`src/rtl/cpu_clkgen_pkg.sv`:
```
package cpu_clkgen_pkg;
    typedef enum logic {
        ST_RUN,
        ST_HOLD
    } stall_st_t;

    typedef enum logic {
        DV_MAIN,
        DV_SUB
    } div_st_t;

    typedef enum logic {
        PH_IDLE,
        PH_TICK
    } pre_ph_t;
endpackage

```
`src/rtl/cpu_clkgen_stall.sv`:
```
module cpu_clkgen_stall
    import cpu_clkgen_pkg::*;
#(
    parameter int MODE_W       = 8,
    parameter int BYPASS_BIT   = 0,
    parameter int STALL_CYCLES = 2
) (
    input  logic              clk,
    input  logic              rst_n,
    input  logic              mode_wr,
    input  logic [MODE_W-1:0] mode_wdata,
    output logic              bypass,
    output logic              run
);
    localparam int HC_W = (STALL_CYCLES > 1) ? $clog2(STALL_CYCLES) : 1;
    localparam logic [MODE_W-1:0] LIVE_MASK = MODE_W'(1) << BYPASS_BIT;
    localparam logic [HC_W-1:0] HOLD_LOAD = HC_W'(STALL_CYCLES - 1);

    stall_st_t        state_q, state_d;
    logic [HC_W-1:0]  hold_q;
    logic [MODE_W-1:0] mode_q;

    // Next-state logic of the stall machine.
    always_comb begin
        state_d = state_q;
        unique case (state_q)
            ST_RUN:  if (mode_wr) state_d = ST_HOLD;
            ST_HOLD: if (!mode_wr && hold_q == '0) state_d = ST_RUN;
            default: state_d = ST_RUN;
        endcase
    end

    // State register.
    always_ff @(posedge clk or negedge rst_n) begin
        if (!rst_n) state_q <= ST_RUN;
        else        state_q <= state_d;
    end

    // Hold counter and mode byte.
    always_ff @(posedge clk or negedge rst_n) begin
        if (!rst_n) begin
            hold_q <= '0;
            mode_q <= '0;
        end else begin
            if (mode_wr) begin
                hold_q <= HOLD_LOAD;
                mode_q <= mode_wdata & LIVE_MASK;
            end else if (state_q == ST_HOLD && hold_q != '0) begin
                hold_q <= hold_q - 1'b1;
            end
        end
    end

    // Outputs.
    always_comb begin
        run    = (state_q == ST_RUN);
        bypass = |mode_q;
    end
endmodule

```
`src/rtl/cpu_clkgen_prescale.sv`:
```
module cpu_clkgen_prescale
    import cpu_clkgen_pkg::*;
(
    input  logic clk,
    input  logic rst_n,
    input  logic run,
    input  logic bypass,
    input  logic restart,
    output logic base_tick,
    output logic periph_en
);
    pre_ph_t ph_q, ph_d;

    // Next phase of the divide-by-two scaler.
    always_comb begin
        ph_d = ph_q;
        if (restart) begin
            ph_d = PH_IDLE;
        end else if (run && !bypass) begin
            unique case (ph_q)
                PH_IDLE: ph_d = PH_TICK;
                PH_TICK: ph_d = PH_IDLE;
                default: ph_d = PH_IDLE;
            endcase
        end
    end

    // Phase register.
    always_ff @(posedge clk or negedge rst_n) begin
        if (!rst_n) ph_q <= PH_IDLE;
        else        ph_q <= ph_d;
    end

    // Scaled main clock tick.
    always_comb begin
        base_tick = run && (bypass || ph_q == PH_TICK);
    end

    // Registered peripheral enable.
    always_ff @(posedge clk or negedge rst_n) begin
        if (!rst_n) periph_en <= 1'b0;
        else        periph_en <= base_tick;
    end
endmodule

```
`src/rtl/cpu_clkgen_divider.sv`:
```
module cpu_clkgen_divider
    import cpu_clkgen_pkg::*;
#(
    parameter int DIV_STAGES = 6,
    parameter int SEL_W      = 3
) (
    input  logic             clk,
    input  logic             rst_n,
    input  logic             base_tick,
    input  logic             sub_tick,
    input  logic [SEL_W-1:0] rate_sel,
    output logic             cpu_en,
    output logic             instr_en,
    output logic [SEL_W-1:0] rate_now
);
    localparam int CNT_W    = (DIV_STAGES > 1) ? DIV_STAGES - 1 : 1;
    localparam int SUB_CODE = DIV_STAGES;
    localparam logic [SEL_W-1:0] SUB_SEL = SEL_W'(SUB_CODE);

    div_st_t          state_q, state_d;
    logic [CNT_W-1:0] cnt_q, lim;
    logic             sph_q, iph_q;
    logic [SEL_W-1:0] sel_q, sel_norm;
    logic             boundary;

    // Codes above the subsystem code fall back to code 0.
    always_comb begin
        sel_norm = (rate_sel > SUB_SEL) ? '0 : rate_sel;
    end

    // Terminal count for the active main division.
    always_comb begin
        lim = '0;
        for (int i = 0; i < DIV_STAGES; i++) begin
            if (sel_q == SEL_W'(i)) lim = CNT_W'((32'd1 << i) - 32'd1);
        end
    end

    // Period boundary and next state.
    always_comb begin
        boundary = 1'b0;
        unique case (state_q)
            DV_MAIN: boundary = base_tick && (cnt_q == lim);
            DV_SUB:  boundary = sub_tick && sph_q;
            default: boundary = 1'b0;
        endcase
        state_d = state_q;
        if (boundary) state_d = (sel_norm == SUB_SEL) ? DV_SUB : DV_MAIN;
    end

    // State register.
    always_ff @(posedge clk or negedge rst_n) begin
        if (!rst_n) state_q <= DV_MAIN;
        else        state_q <= state_d;
    end

    // Counters and sampled rate.
    always_ff @(posedge clk or negedge rst_n) begin
        if (!rst_n) begin
            cnt_q <= '0;
            sph_q <= 1'b0;
            iph_q <= 1'b0;
            sel_q <= '0;
        end else if (boundary) begin
            cnt_q <= '0;
            sph_q <= 1'b0;
            iph_q <= ~iph_q;
            sel_q <= sel_norm;
        end else begin
            unique case (state_q)
                DV_MAIN: if (base_tick) cnt_q <= cnt_q + 1'b1;
                DV_SUB:  if (sub_tick)  sph_q <= ~sph_q;
                default: ;
            endcase
        end
    end

    // Output register.
    always_ff @(posedge clk or negedge rst_n) begin
        if (!rst_n) begin
            cpu_en   <= 1'b0;
            instr_en <= 1'b0;
        end else begin
            cpu_en   <= boundary;
            instr_en <= boundary && iph_q;
        end
    end

    assign rate_now = sel_q;
endmodule

```
`src/rtl/cpu_clkgen.sv`:
```
module cpu_clkgen
#(
    parameter int MODE_W       = 8,
    parameter int SEL_W        = 3,
    parameter int DIV_STAGES   = 6,
    parameter int STALL_CYCLES = 2
) (
    input  logic              clk,
    input  logic              rst_n,
    input  logic              sub_tick,
    input  logic              mode_wr,
    input  logic [MODE_W-1:0] mode_wdata,
    input  logic [SEL_W-1:0]  rate_sel,
    output logic              cpu_en,
    output logic              instr_en,
    output logic              periph_en,
    output logic [SEL_W-1:0]  rate_now
);
    logic bypass, run, base_tick;

    cpu_clkgen_stall #(
        .MODE_W      (MODE_W),
        .BYPASS_BIT  (0),
        .STALL_CYCLES(STALL_CYCLES)
    ) u_stall (
        .clk       (clk),
        .rst_n     (rst_n),
        .mode_wr   (mode_wr),
        .mode_wdata(mode_wdata),
        .bypass    (bypass),
        .run       (run)
    );

    cpu_clkgen_prescale u_pre (
        .clk      (clk),
        .rst_n    (rst_n),
        .run      (run),
        .bypass   (bypass),
        .restart  (mode_wr),
        .base_tick(base_tick),
        .periph_en(periph_en)
    );

    cpu_clkgen_divider #(
        .DIV_STAGES(DIV_STAGES),
        .SEL_W     (SEL_W)
    ) u_div (
        .clk      (clk),
        .rst_n    (rst_n),
        .base_tick(base_tick),
        .sub_tick (sub_tick),
        .rate_sel (rate_sel),
        .cpu_en   (cpu_en),
        .instr_en (instr_en),
        .rate_now (rate_now)
    );
endmodule

```
`config.mk`:
```
export PLATFORM = sky130hd
export DESIGN_NAME = cpu_clkgen
export DESIGN_NICKNAME = d
export VERILOG_FILES = /design/src/rtl/cpu_clkgen_pkg.sv /design/src/rtl/cpu_clkgen_stall.sv /design/src/rtl/cpu_clkgen_prescale.sv /design/src/rtl/cpu_clkgen_divider.sv /design/src/rtl/cpu_clkgen.sv
export SDC_FILE = /design/constraint.sdc
export NUM_CORES = 1
export LEC_CHECK = 0
export ABC_AREA = 1
export BUFFER_PORTS_ARGS = -buffer_cell sky130_fd_sc_hd__buf_2
export CAP_MARGIN = 10
export CORE_MARGIN = 2
export CORE_UTILIZATION = 37
export DETAILED_ROUTE_END_ITERATION = 12
export GPL_TIMING_DRIVEN = 0
export PLACE_DENSITY = 0.67
export SLEW_MARGIN = 0
export SYNTH_ARGS = -nofsm -noshare
export SYNTH_HDL_FRONTEND = slang
export SYNTH_SLANG_ARGS = --single-unit
```
`constraint.sdc`:
```
create_clock -name clk -period 2.1 [get_ports clk]
set_clock_uncertainty 0.15 [all_clocks]
set_input_delay 0.525 -clock clk [delete_from_list [all_inputs] [get_ports clk]]
set_output_delay 0.525 -clock clk [all_outputs]
set_load 0.02 [all_outputs]
```
# After elaboration in Yosys (flattened, before gate mapping)
# Cells that the tools add are included.
# Widths: inputs -> output; s select.
[totals]
reg_bits = 18
latchBits = 0
ramBits = 0
romBits = 0
out_inout_bits = 6
word_cells = 68
mem_count = 0
[op_classes]
add_sub_neg = 2
multipliers = 0
div_mod_pow = 0
n_lt_le_gt_ge = 1
eq_ne = 8
n_shift = 0
n_mux = 22
n_bitwise = 6
reduce_logical = 17
[op_table]
columns = ["operator", "count"]
rows = [
  ["$mux 5", 4],
  ["$mux 1", 11],
  ["$reduce_bool 2->1", 5],
  ["$eq 3x3->1 const B", 3],
  ["$logic_and 1x1->1", 7],
  ["$eq 3x2->1 const B", 2],
  ["$mux 3", 2],
  ["$not 1->1", 6],
  ["$pmux 1 s2", 3],
  ["$add 5x1->5 const B", 1],
  ["$eq 5x5->1", 1],
  ["$mux 4", 1],
  ["$reduce_and 2->1", 2],
  ["$eq 3x1->1 const B", 1],
  ["$gt 3x3->1 const B", 1],
  ["$logic_not 1->1", 2],
  ["$mux 2", 1],
  ["$ne 2x2->1 const B", 1],
  ["$logic_or 1x1->1", 1],
  ["$sub 1x1->1 const B", 1],
]

# Logic depth before layout (Yosys ltp)
[logic_depth]
ltp_word = 11
depth_mapped = 11
mapped_depth_nobuf = 11

# Cells and area by module
# Synthesis repeated with hierarchy kept, for this count alone.
[unflattened]
hier_cells = 120
hier_area_um2 = 932.1
[modules_own_cells]
columns = ["module", "n_inst", "cells_per_inst", "area_per_inst_um2", "seq_area_each_um2"]
rows = [
  ["cpu_clkgen_divider", 1, 99, 733.2, 325.3],
  ["cpu_clkgen_stall", 1, 12, 111.4, 75.1],
  ["cpu_clkgen_prescale", 1, 9, 87.6, 50.0],
]

# Least setup slack after synthesis
# OpenSTA, ideal clock, no wires.
[synth_path]
path_type = "register -> register"
start = "register u_div.sel_q[2], in the netlist u_div.rate_now[2]"
end = "register u_div.cnt_q[3]"
setup_time_ns = 0.120
t_arrival_ns = 1.281
slack_ns = 0.549
path_stages_with_launch = 11
path_cell_list = "dfrtp_1 inv_2 nand2_2 nand2_2 nand2_1 nand2_1 nand2_1 nor2_4 nand3_4 nand2_4 nor2_1"
[synth_between]
elab_chain_len = 11
elab_cells_between_ends = 17
classes_between = "eq/ne: 7; mux: 7; reduce/logical: 3"
[synth_lines]
columns = ["element", "line_no", "rtl"]
rows = [
  ["start: declaration", "cpu_clkgen_divider.sv:23", "logic [SEL_W-1:0] sel_q, sel_norm;"],
  ["start signal: assignment", "cpu_clkgen_divider.sv:68", "sel_q <= sel_norm;"],
  ["$eq 3x1->1", "cpu_clkgen_divider.sv:35", "if (sel_q == SEL_W'(i)) lim = CNT_W'((32'd1 << i) - 32'd1);"],
  ["$mux 1", "cpu_clkgen_divider.sv:35", ""],
  ["$mux 2", "cpu_clkgen_divider.sv:35", ""],
  ["$mux 3", "cpu_clkgen_divider.sv:35", ""],
  ["$mux 4", "cpu_clkgen_divider.sv:35", ""],
  ["$mux 5 *", "cpu_clkgen_divider.sv:35", ""],
  ["$eq 5x5->1 *", "cpu_clkgen_divider.sv:43", "DV_MAIN: boundary = base_tick && (cnt_q == lim);"],
  ["$logic_and 1x1->1 *", "cpu_clkgen_divider.sv:43", ""],
  ["$pmux 1 s2 *", "cpu_clkgen_divider.sv:42", "unique case (state_q)"],
  ["named net u_div.boundary", "cpu_clkgen_divider.sv:24", "logic boundary;"],
  ["$ne 2x2->1 (no source line) or $reduce_bool 2->1 (tied branches)", "n/a", ""],
  ["$reduce_and 2->1 (no source line)", "n/a", ""],
  ["end signal: assignment", "cpu_clkgen_divider.sv:71", "DV_MAIN: if (base_tick) cnt_q <= cnt_q + 1'b1;"],
  ["end: declaration", "cpu_clkgen_divider.sv:21", "logic [CNT_W-1:0] cnt_q, lim;"],
]
# The timed path passes the listed nets; every way through them passes the cells marked *.
# A chain may end at the register's enable or synchronous reset.

# Worst setup path after layout
[layout_path]
start = "register u_stall.state_q"
end = "register u_div.state_q"
[layout_between]
elab_chain_len = 4
[layout_lines]
columns = ["element", "line_no", "rtl"]
rows = [
  ["start: declaration", "cpu_clkgen_stall.sv:19", "stall_st_t state_q, state_d;"],
  ["start signal: assignment", "cpu_clkgen_stall.sv:36", "else state_q <= state_d;"],
  ["$not 1->1", "n/a", ""],
  ["$logic_and 1x1->1", "cpu_clkgen_prescale.sv:36", "base_tick = run && (bypass || ph_q == PH_TICK);"],
  ["$logic_and 1x1->1", "cpu_clkgen_divider.sv:43", ""],
  ["$pmux 1 s2", "cpu_clkgen_divider.sv:42", ""],
  ["named net u_div.boundary", "cpu_clkgen_divider.sv:24", ""],
  ["end signal: assignment", "cpu_clkgen_divider.sv:54", "else state_q <= state_d;"],
  ["end: declaration", "cpu_clkgen_divider.sv:20", "div_st_t state_q, state_d;"],
]
# The timed path passes the listed nets, and every way through them passes these cells.

==> summary.md <==
| Metric | Value |
|---|---|
| CTS tree | yes |
| Vias | 785 |
| Initial DRC count | 9 |
| Quantity of I/O buffers inserted on ports | 13 |
| Clock Latency Late Sink | 290 ps |
| Count of cell types in the netlist | 18 |
| Row count | 18 |
| Synth Warn # | 0 |
| Final Instance Count excl. Fillers | 164 |
| Bufs on Longest Clock Path | 2 |
| Initial antenna violation count | 0 |
| Kind of critical path | reg2reg |
| CP cell instances | inv_1, o21ai_0, nor2_1, nand3_2, nor2_4, nand3_4, nand2_4, nand2_1, nand2_1 |
| Flops & latches, synth | 18 |
| Mean Syn Cell Area | 8.00 sq um |
| GRT overflow | 0 |
| Routed Antenna Nets | 0 |
| Worst-Margin Slew | ~470 ps |
| Pin count of the biggest net entering global routing | 19 |
| Post-synthesis sequential area ratio | 48.1% |
| Post-placement cell count | 160 |
| Sink Count | 18 |
| Vias in the first global route | 673 |
| Violated checks | negative hold slack |
| Leakage power | 0.000573 uW |
| Worst-path cell with the longest stage delay | dfrtp_1 |
| Min Hold Slack | -9.24 ps |
| CP Launch Type | register |
| Sum Neg Setup Slack | 0 ps |
| Slew headroom | just under 70% |
| Final hold violation count | 18 |
| Status | finished with violations |
| Final Critical Period | 1670 ps |
| Avg Vias per Cell | roughly 4.8 |
| Top reg by flops | u_div.cnt_q |
| Number of gates resized after cts | 0 |
| Max reg flops | 5 |
| WL final | 1650 um |
| N_diodes | 0 |
| Total CTS buffers | 3 |
| Wl on met1 | a little under 800 um |
| Clock root buffer | clkbuf_4 |
| WL met3 | 58 um |
| Starting Density | 38.5% |
| Design Area, Final | 1070 sq um |
| CTS clk-pin slew, worst paths | 100 ps |
| GPL Wtd Cong | 0.845 |
| Hpwl dp | 1260 um |
| Worst IR drop on VDD | 0.599 mV |
| Net Count, Synth | approximately 130 |
| Cell Pwr Density | 1170 nW/um^2 |
| CP dominant cell by count | nand2_1 |
| Final worst path period share | 79.7% |
| Slew Viols, Final | 0 |
| Power, Total | 1260 uW |
| Met2 routed WL | 766 um |
| First-pass GRT wire length | 2740 um |
| Layout area overhead | 14.8% |
| Htree depth | 1 |
| Drt pass-1 iters | 4 |
| Residual DRC | 0 |
| Area of the mapped netlist | 936 sq um |
| Highest Signal Layer | met4 |
| Final nets | roughly 150 |
| Average wire per standard cell | 10.0 um |
| Cts hold-fix bufs | 0 |
| Worst min path class | in2async |
| Flop-to-flop setup slack | around 430 ps |
| Max Cap Viol | 0 |
| I/O pin count | 21 |
| Core area | 2430 sq um |
| Fmax | 0.598 GHz |
| GRT Total Usage | 13.5% |
| Worst-path maximum fanout | 9 |
| Die Width | 54.3 um |
| Dpl cell area | 1040 sq um |
| Worst R2R Start | u_stall.state_q$_DFF_PN0_ |
| Die height | around 54 um |
| Total die area | ~2900 sq um |
| R2R depth | 9 |
| Synthesized instance count | about 120 |
| Final Core Density | 44.2% |
| CP required | about 2200 ps |
| Most common cell after layout, fill and taps aside | nand2_1 |
| Unrepaired setup endpoints after global routing | false |
| Post-CTS setup buffer count | 0 |
| Worst setup EP type | register |
| R2R Path End | u_div.state_q$_DFFE_PN0P_ |
| Fraction of layout cells with a size suffix above 1 | 20.1% |
| CP peak stage delay | 410 ps |
| Commonest non-fill, non-tap cells in the layout | 30 x nand2_1, 18 x dfrtp_1, 16 x inv_1, 13 x buf_2, 12 x nand3_1 |
| Worst Path Arrival | about 1800 ps |
| Endpoints failing setup | 0 |
[metrics by stage]
stage / setup slack, ps / hold slack (ps)
3_5_place_dp: 448 / 300
3_3_place_gp: 435 / 290
4_1_cts: 414 / 3.80
2_1_floorplan: 549 / 79.4
6_report: 427 / -9.24
5_1_grt: 270 / 3.99
[layout make-up]
cell class,count,area (sq um)
inverter,18,67.6
timing repair buffer,13,65.1
sequential,18,450
fill,252,1360
multi-input combinational,81,418
clock buffer,4,36.3
tap,30,37.5
[worst max path at each step]
| stage | startpoint | slack (ps) | to | cells after the start |
|---|---|---|---|---|
| finish | u_stall.state_q$_DFF_PN0_ | 430 | u_div.state_q$_DFFE_PN0P_ | 9 |
| global placement | u_pre.ph_q$_DFFE_PN0P_ | 430 | u_div.state_q$_DFFE_PN0P_ | 8 |
| detailed placement | u_stall.state_q$_DFF_PN0_ | 450 | u_div.state_q$_DFFE_PN0P_ | 9 |
| global route | u_stall.state_q$_DFF_PN0_ | 270 | u_div.state_q$_DFFE_PN0P_ | 9 |
| floorplan | u_div.rate_now[2]$_DFFE_PN0P_ | 550 | u_div.cnt_q[3]$_DFFE_PN0P_ | 10 |
| CTS | u_stall.state_q$_DFF_PN0_ | 410 | u_div.state_q$_DFFE_PN0P_ | 9 |
[power by group]
part	switching, uW	total [uW]	internal, uW
Sequential	95.0	535	440
Combinational	328	507	179
Clock	110	215	106
Total	533	1260	725
[routing by layer]
metal | global-route usage (%) | vias to the layer above
met4 | 10.0 | 0
li1 | - | 407
met5 | 0 | -
met2 | 20.5 | 10
met1 | 17.1 | 364
met3 | 2.46 | 4
[critical path, delay by kind of cell (launching register included)]
| kind | cells | cell delay (ps) |
|---|---|---|
| DFF | 1 | 410 |
| AOI/OAI and AO/OA | 1 | 180 |
| buffers and inverters | 1 | 70 |
| and+or+nand+nor | 7 | 810 |
[synth_stat cells (all sizes together)]
cell type	n	area, sq um
nand3	14	87.6
nor3	2	10.0
o21ai	6	30.0
inv	18	67.6
xor2	2	17.5
ha	1	12.5
a21boi	1	7.51
a21oi	7	35.0
dfrtp	18	450
nand2	34	143
nor2	11	56.3
nand4	3	18.8
[logic make-up after synthesis]
logic type      Yosys count  share of synthesized area [%]
simple gates             64                           33.7
flops                    18                           48.1
fa+ha+maj                 1                           1.34
compound gates           14                           7.75
buf+inv                  18                           7.22
xor+xnor                  2                           1.87
(Power assumes the default switching activity.)
